**config.mk**
```make
export PLATFORM = sky130hd
export DESIGN_NAME = cpwm_center_dt
export DESIGN_NICKNAME = d
export VERILOG_FILES = /design/src/rtl/cpwm_pkg.sv /design/src/rtl/cpwm_tb_decode.sv /design/src/rtl/cpwm_shadow.sv /design/src/rtl/cpwm_deadtime.sv /design/src/rtl/cpwm_center_dt.sv
export SDC_FILE = /design/constraint.sdc
export NUM_CORES = 1
export LEC_CHECK = 0
export ABC_AREA = 1
export BUFFER_PORTS_ARGS = -buffer_cell sky130_fd_sc_hd__buf_4
export CORE_MARGIN = 2
export CORE_UTILIZATION = 60
export DETAILED_ROUTE_END_ITERATION = 6
export PLACE_DENSITY_LB_ADDON = 0.08
export SLEW_MARGIN = 20
export SYNTH_ARGS = -nofsm -noshare
export SYNTH_HDL_FRONTEND = slang
export SYNTH_SLANG_ARGS = --single-unit
export TNS_END_PERCENT = 50
```
**constraint.sdc**
```tcl
create_clock -name clk -period 3.8 [get_ports clk]
set_input_delay 0.76 -clock clk [delete_from_list [all_inputs] [get_ports clk]]
set_output_delay 0.76 -clock clk [all_outputs]
set_load 0.01 [all_outputs]
```
**src/rtl/cpwm_pkg.sv**
```systemverilog
package cpwm_pkg;
   typedef enum logic {
      DT_TRAIL = 1'b0,
      DT_LEAD  = 1'b1
   } dt_edge_e;
endpackage

```
**src/rtl/cpwm_tb_decode.sv**
```systemverilog
module cpwm_tb_decode #(
   parameter int DW = 8
) (
   input  logic          clk,
   input  logic          rst_n,
   input  logic          tick,
   input  logic [DW-1:0] tb_val,
   input  logic [DW-1:0] eff_duty,
   output logic          boundary,
   output logic          up_match,
   output logic          dn_match
);
   localparam logic [DW-1:0] ONE = DW'(1);

   logic [DW-1:0] prev_q;
   logic          rising;
   logic          hit;

   assign boundary = (tb_val == ONE);
   assign rising   = boundary || (tb_val > prev_q);
   assign hit      = tick && (tb_val == eff_duty);
   assign up_match = hit && rising;
   assign dn_match = hit && !rising;

   always_ff @(posedge clk or negedge rst_n) begin
      if (!rst_n)    prev_q <= '0;
      else if (tick) prev_q <= tb_val;
   end
endmodule

```
**src/rtl/cpwm_shadow.sv**
```systemverilog
module cpwm_shadow #(
   parameter int DW = 8,
   parameter int TW = 8,
   parameter bit BYPASS = 1'b0
) (
   input  logic          clk,
   input  logic          rst_n,
   input  logic          load,
   input  logic [DW-1:0] sh_duty,
   input  logic [TW-1:0] sh_dead,
   output logic [DW-1:0] act_duty,
   output logic [TW-1:0] act_dead,
   output logic [DW-1:0] eff_duty,
   output logic [TW-1:0] eff_dead
);
   generate
      if (BYPASS) begin : g_direct
         assign act_duty = sh_duty;
         assign act_dead = sh_dead;
         assign eff_duty = sh_duty;
         assign eff_dead = sh_dead;
      end else begin : g_buffered
         logic [DW-1:0] duty_q;
         logic [TW-1:0] dead_q;
         always_ff @(posedge clk or negedge rst_n) begin
            if (!rst_n) begin
               duty_q <= '0;
               dead_q <= '0;
            end else if (load) begin
               duty_q <= sh_duty;
               dead_q <= sh_dead;
            end
         end
         assign act_duty = duty_q;
         assign act_dead = dead_q;
         assign eff_duty = load ? sh_duty : duty_q;
         assign eff_dead = load ? sh_dead : dead_q;
      end
   endgenerate
endmodule

```
**src/rtl/cpwm_deadtime.sv**
```systemverilog
module cpwm_deadtime #(
   parameter int TW = 8
) (
   input  logic          clk,
   input  logic          rst_n,
   input  logic          tick,
   input  logic          start,
   input  logic          cancel,
   input  logic [TW-1:0] dead,
   output logic          fire,
   output logic          running
);
   localparam logic [TW-1:0] ZERO = '0;
   localparam logic [TW-1:0] ONE  = TW'(1);

   logic [TW-1:0] cnt_q;
   logic          run_q;
   logic          reached;

   assign reached = run_q && tick && (cnt_q >= dead);
   assign fire    = (start && (dead == ZERO)) || reached;
   assign running = run_q;

   always_ff @(posedge clk or negedge rst_n) begin
      if (!rst_n) begin
         cnt_q <= '0;
         run_q <= 1'b0;
      end else if (cancel) begin
         run_q <= 1'b0;
      end else if (start) begin
         run_q <= (dead != ZERO);
         cnt_q <= ONE;
      end else if (run_q && tick) begin
         if (cnt_q >= dead) run_q <= 1'b0;
         else               cnt_q <= cnt_q + ONE;
      end
   end
endmodule

```
**src/rtl/cpwm_center_dt.sv**
```systemverilog
module cpwm_center_dt
   import cpwm_pkg::*;
#(
   parameter int DW     = 8,
   parameter int TW     = 8,
   parameter bit BYPASS = 1'b0
) (
   input  logic          clk,
   input  logic          rst_n,
   input  logic          tick,
   input  logic [DW-1:0] tb_val,
   input  logic [DW-1:0] sh_duty,
   input  logic [TW-1:0] sh_dead,
   input  logic          lead_edge,
   input  logic          pol,
   output logic          pin
);
   initial begin
      assert (DW >= 2) else $error("cpwm_center_dt: DW must be at least 2");
      assert (TW >= 1) else $error("cpwm_center_dt: TW must be at least 1");
   end

   dt_edge_e      mode;
   logic          boundary, up_match, dn_match;
   logic [DW-1:0] act_duty, eff_duty;
   logic [TW-1:0] act_dead, eff_dead;
   logic          start, cancel, fire, running;
   logic          on_q;

   assign mode = dt_edge_e'(lead_edge);

   cpwm_shadow #(.DW(DW), .TW(TW), .BYPASS(BYPASS)) u_shadow (
      .clk(clk), .rst_n(rst_n), .load(tick && boundary),
      .sh_duty(sh_duty), .sh_dead(sh_dead),
      .act_duty(act_duty), .act_dead(act_dead),
      .eff_duty(eff_duty), .eff_dead(eff_dead)
   );

   cpwm_tb_decode #(.DW(DW)) u_decode (
      .clk(clk), .rst_n(rst_n), .tick(tick), .tb_val(tb_val),
      .eff_duty(eff_duty), .boundary(boundary),
      .up_match(up_match), .dn_match(dn_match)
   );

   assign start  = (mode == DT_LEAD) ? up_match : dn_match;
   assign cancel = (mode == DT_LEAD) ? dn_match : up_match;

   cpwm_deadtime #(.TW(TW)) u_dead (
      .clk(clk), .rst_n(rst_n), .tick(tick), .start(start),
      .cancel(cancel), .dead(eff_dead), .fire(fire), .running(running)
   );

   always_ff @(posedge clk or negedge rst_n) begin
      if (!rst_n) begin
         on_q <= 1'b0;
      end else if (tick) begin
         if (mode == DT_LEAD) begin
            if (dn_match)  on_q <= 1'b0;
            else if (fire) on_q <= 1'b1;
         end else begin
            if (up_match)  on_q <= 1'b1;
            else if (fire) on_q <= 1'b0;
         end
      end
   end

   assign pin = on_q ? ~pol : pol;
endmodule

```
==> results.cfg, run 1 <==
[sta]
slew_headroom_pct = 70.19
tightest_slew_ps = 447.2
final.setup.tns_ps = 0
fmax_ghz = 0.3403
clock_skew_ps = 7.136
finalCriticalPeriod_ps = 2939
hold_viol = 0
period_share_pct = 77.34
whs_ps = 421.7
setup_viol = 0
rsz0062_at_grt = no
maxSlewViolCount = 0
layout_setup_ws_ps = 861.1

[layout]
area_growth_pct = 14.81
n_antenna_cell = 0
drive_gt1_share_pct = 19.83
utilization_pct = 70.60
fin_area_um2 = 2804
nets = 403
finalNonFillerCells = 408

[synthesis]
yosys.area.top_type = dfrtp_1
yosys_register_bits = 34
netlist_instances = 325
syn_avg_cell_area_um2 = 7.515
synth_edf_count = 0
synth_async_sr_flop_share_pct = 100.0
synth_nets = 371
syn_area_um2 = 2442
synthTopCellsByArea = dfrtp_1, nand2_1, ha_1
synthTopCellsByCount = nand2_1, inv_1, dfrtp_1
synthFlopType = dfrtp_1
synth_warnings = 0
synth_cell_type_count = 35
post-synth-top-count-cell = nand2_1
synth_top_cell_area_share_pct = 34.84
seq_area_frac_synth_pct = 34.84

[critical_path]
critPathBufInv = 4
worstSetupPathType = input pin to flip-flop
cpPeakStageDelay_ps = 300
cp-start-kind = input pin
cpMostUsedCell = nand2_1
rrSetupSlack_ps = 1580
slowest_stage = ha_1
path_delay_family = simple AND/OR/NAND/NOR gates
crit_fanout = 12
critical_path.endpoint_type = flip-flop
path_cells = buf_4 -> inv_1 -> nand2_1 -> nor2_2 -> nand3_4 -> inv_1 -> nand2_1 -> o21ai_0 -> inv_1 -> ha_1 -> a21oi_1 -> o21ai_0 -> nand2_1 -> o2111ai_1 -> nor2_1 -> nand3b_2 -> nand2_4 -> nand2_1 -> nand2_1
cp_data_arrival_time_ps = 3110
crit_required_ps = 3970

[detailed_routing]
drcViolationCount = 0
drt-total-wl_mm = 5.159
viasPerCell = 5.250
wl_per_cell_um = 12.64
first_pass_iters = 5
drt-initial-drc-count = 147
postRouteAntennaNets = 0
num_vias = 2142

[pwr]
fin_total_pwr_mw = 1.042
pwr-share-comb_pct = 26.2
p_leak_nw = 1.573
pwr-share-seq_pct = 42.4
pwr-share-clk_pct = 31.4
vdd_drop_max_mv = 0.1912
powerDensity_nw_per_um2 = 371.5
p_int_mw = 0.7162
swShare_pct = 31.24
switching_power_mw = 0.3254

[clock_network]
cts_tree = yes
clk_pin_slew_ps = 70
cts_resized = 0
cts_buffer_depth = 2
clock-sinks = 34
postCtsSetupBuffers = 0
numCtsBuffers = 5
htreeDepth = 2
ctsHoldBuffers = 0
cts_root_buffer = clkbuf_8
clock_latency_ps = 290

[global_route]
grt_pass1_wl_mm = 8.811
gr-usage-all-layers_pct = 25.66
antenna_found_initial = 0
grt_pass1_vias = 1931
grt_overflow = 0
grt_max_degree = 35

[floorplanning]
core_region_area_um2 = 3971
die_w_um = 67.80
initial_utilization_pct = 61.50
pin_count = 30
die_area_um2 = 4597
dieHeight_um = 67.80
fp-row-count = 23

[place]
port-buffer-count = 29
gp_congestion = 0.7956
placed_area_um2 = 2698
dp_slack_ps = 573.0
dp.final_hpwl_mm = 3.981
dpl.cell_count = 400

[job]
max_cap_viol_count = 0

[hold_path]
hold_class = input pin to asynchronous set/reset pin

[run_status]
status = completed
## kinds of logic (layout without fill, tap and decap cells)
group / count (synthesis) / after routing / share of synthesized area [%]
AND/OR/NAND/NOR: 180 / 180 / 37.65
buffers and inverters: 57 / 90 / 9.477
flip-flops: 34 / 34 / 34.84
AO/OA/AOI/OAI: 31 / 31 / 7.172
adder cells (fa/ha/maj): 17 / 17 / 8.709
XOR/XNOR: 6 / 6 / 2.152
## sequential cells by signal, indices dropped and copies added (netlist names)
name               flops
on_q                   1
u_dead.cnt_q           8
u_dead.running         1
u_decode.prev_q        8
u_shadow.act_dead      8
u_shadow.act_duty      8
## power groups by stage
| stage | registers, mW | logic (mW) | clock network, mW |
|---|---|---|---|
| 2_1_floorplan | 0.438 | 0.185 | 0 |
| 6_report | 0.442 | 0.273 | 0.327 |
| 4_1_cts | 0.441 | 0.274 | 0.330 |
| 3_3_place_gp | 0.447 | 0.264 | 0 |
| 3_5_place_dp | 0.447 | 0.273 | 0 |
| 5_1_grt | 0.448 | 0.316 | 0.349 |
## layout make-up
class | count | area (µm²)
timing repair buffer | 31 | 232.7
multi-input combinational | 234 | 1360
tap | 50 | 62.56
clock buffer | 7 | 76.32
inverter | 51 | 191.4
sequential | 34 | 850.8
fill | 345 | 1167
clock inverter | 1 | 30.03
## metal layers
layer  track usage, %  wire, µm
met2            38.85      2254
met5                0         0
met4            6.750        58
met3            4.500       231
met1            37.67      2615
## path summary, 6_finish.rpt
path	startpoint	cells past startpoint	end
min reg2reg	u_shadow.act_duty[5]	2	u_shadow.act_duty[5]
min in group clk	u_shadow.act_duty[5]	2	u_shadow.act_duty[5]
min	rst_n	1	u_decode.prev_q[7]
max reg2reg	u_decode.prev_q[1]	16	u_dead.cnt_q[4]
max in group asynchronous	rst_n	1	u_shadow.act_dead[5]
max	tb_val[2]	19	u_dead.cnt_q[4]
## placed cells by master (no fill, tap or decap), drive strengths merged, types with 2 or more instances in the layout
cell type,netlist,layout
dfrtp,34,34
buf,5,31
o21a,3,3
o21ai,16,16
nand3,31,31
or2,5,5
nand3b,3,3
nand2,100,100
ha,17,17
nand4,16,16
inv,50,50
a21oi,9,9
o211ai,2,2
nor2,23,23
clkbuf,1,7
xor2,5,5
No activity file was read; power rests on OpenSTA's default activity.
==> run 2, diff against run 1 <==
--- a/config.mk
+++ b/config.mk
@@ -8,7 +8,7 @@
 export ABC_AREA = 1
 export BUFFER_PORTS_ARGS = -buffer_cell sky130_fd_sc_hd__buf_4
 export CORE_MARGIN = 2
-export CORE_UTILIZATION = 60
+export CORE_UTILIZATION = 53
 export DETAILED_ROUTE_END_ITERATION = 6
 export PLACE_DENSITY_LB_ADDON = 0.08
 export SLEW_MARGIN = 20
==> constraint.sdc (replaced) <==
create_clock -name clk -period 2.5 [get_ports clk]
set_input_delay 0.5 -clock clk [delete_from_list [all_inputs] [get_ports clk]]
set_output_delay 0.5 -clock clk [all_outputs]
set_load 0.01 [all_outputs]
==> results.cfg, run 2 (synthesis results as in run 1) <==
[detailed_routing]
first_pass_iters = 4
num_vias = 2317
postRouteAntennaNets = 0
wl_per_cell_um = 12.83
drt-initial-drc-count = 134
drt-total-wl_mm = 5.658
viasPerCell = 5.254
drcViolationCount = 0

[global_route]
grt_pass1_vias = 2195
grt_overflow = 0
grt_pass1_wl_mm = 9.625
grt_max_degree = 35
gr-usage-all-layers_pct = 23.72
antenna_found_initial = 0

[sta]
finalCriticalPeriod_ps = 2392
period_share_pct = 95.67
tightest_slew_ps = 459.8
layout_setup_ws_ps = 108.2
clock_skew_ps = 4.500
fmax_ghz = 0.4181
slew_headroom_pct = 69.35
maxSlewViolCount = 0
hold_viol = 0
whs_ps = 159.8
final.setup.tns_ps = 0
setup_viol = 0

[floorplanning]
dieHeight_um = 71.89
pin_count = 30
core_region_area_um2 = 4384
die_w_um = 71.89
initial_utilization_pct = 55.71
die_area_um2 = 5167
fp-row-count = 24

[layout]
utilization_pct = 71.97
final_common_cell = nand2_1
area_growth_pct = 29.20
final_cell_mix = nand2_1, buf_4, inv_1
fin_area_um2 = 3156
drive_gt1_share_pct = 32.13
nets = 435
n_antenna_cell = 0
finalNonFillerCells = 441

[place]
gp_congestion = 0.8495
dp_slack_ps = -277.2
port-buffer-count = 29
dpl.cell_count = 432
dp.final_hpwl_mm = 4.387
placed_area_um2 = 2974

[critical_path]
worstSetupPathDepth = 18
path_cells = buf_4 -> nor2_4 -> and2_4 -> nand3_4 -> inv_4 -> buf_4 -> nand2_1 -> o21a_1 -> ha_4 -> nand2_1 -> nor2_1 -> nand4_1 -> o2111ai_4 -> nor2_4 -> nand3b_4 -> nand2_8 -> nand2_1 -> nand2_1
slowest_stage = ha_4
worstSetupPathType = input pin to flip-flop
crit_required_ps = 2730
path_delay_family = simple AND/OR/NAND/NOR gates
cp-start-kind = input pin
cpMostUsedCell = nand2_1
cp_data_arrival_time_ps = 2620
critPathBufInv = 3
crit_fanout = 8
ff2ff_path_depth = 15
rrSetupSlack_ps = 380
critical_path.endpoint_type = flip-flop
cpPeakStageDelay_ps = 290

[clock_network]
htreeDepth = 2
cts_root_buffer = clkbuf_8
ctsHoldBuffers = 0
clock_latency_ps = 290
cts_tree = yes
numCtsBuffers = 5
clock-sinks = 34
clk_pin_slew_ps = 70
cts_buffer_depth = 2

[hold_path]
hold_class = input pin to asynchronous set/reset pin

[run_status]
status = completed

[job]
max_cap_viol_count = 0

[pwr]
fin_total_pwr_mw = 1.605
p_leak_nw = 1.733
vdd_drop_max_mv = 0.3100
powerDensity_nw_per_um2 = 508.6
==> run 2: cell types whose count changed in the layout (fill, tap and decap cells not counted), sizes merged <==
cell    previous run  this run
buf               31        63
clkbuf             7         5
clkinv             1         3
bufinv             1         0
==> run 2: routing by layer <==
layer / vias up / global-route usage [%] / part of all wire [%]
li1: 1172 / - / -
met1: 1092 / 33.90 / 49
met2: 48 / 37.14 / 45
met3: 5 / 4.079 / 4.5
met4: 0 / 6.709 / 0.71
met5: - / 0 / 0
==> run 2: power breakdown <==
part	switching [mW]	internal, mW
clock network	0.208	0.187
logic	0.275	0.248
registers	0.0726	0.614
total	0.556	1.05
==> run 2: timing repair <==
action	in CTS	in global routing
setup endpoints to repair	0	9
setup buffers	0	2
resized for setup	0	18
==> run 2: path summary, 6_finish.rpt <==
| check | from | to |
|---|---|---|
| setup / recovery | tb_val[7] | u_dead.cnt_q[6] |
| hold / removal | rst_n | u_shadow.act_duty[2] |
| setup reg to reg | u_decode.prev_q[1] | u_dead.cnt_q[4] |
| hold reg to reg | u_shadow.act_duty[5] | u_shadow.act_duty[5] |
| max in group asynchronous | rst_n | u_decode.prev_q[4] |
| min in group clk | sh_duty[4] | u_shadow.act_duty[4] |
==> run 2: final cells by class <==
type                    count  area, µm²
inverters                  51      195.2
well taps                  52      65.06
clock inverters             2      10.01
clock buffers               5      68.82
flip-flops and latches     34      850.8
fillers                   365       1229
multi-input cells         234       1493
repair buffers             63      473.0
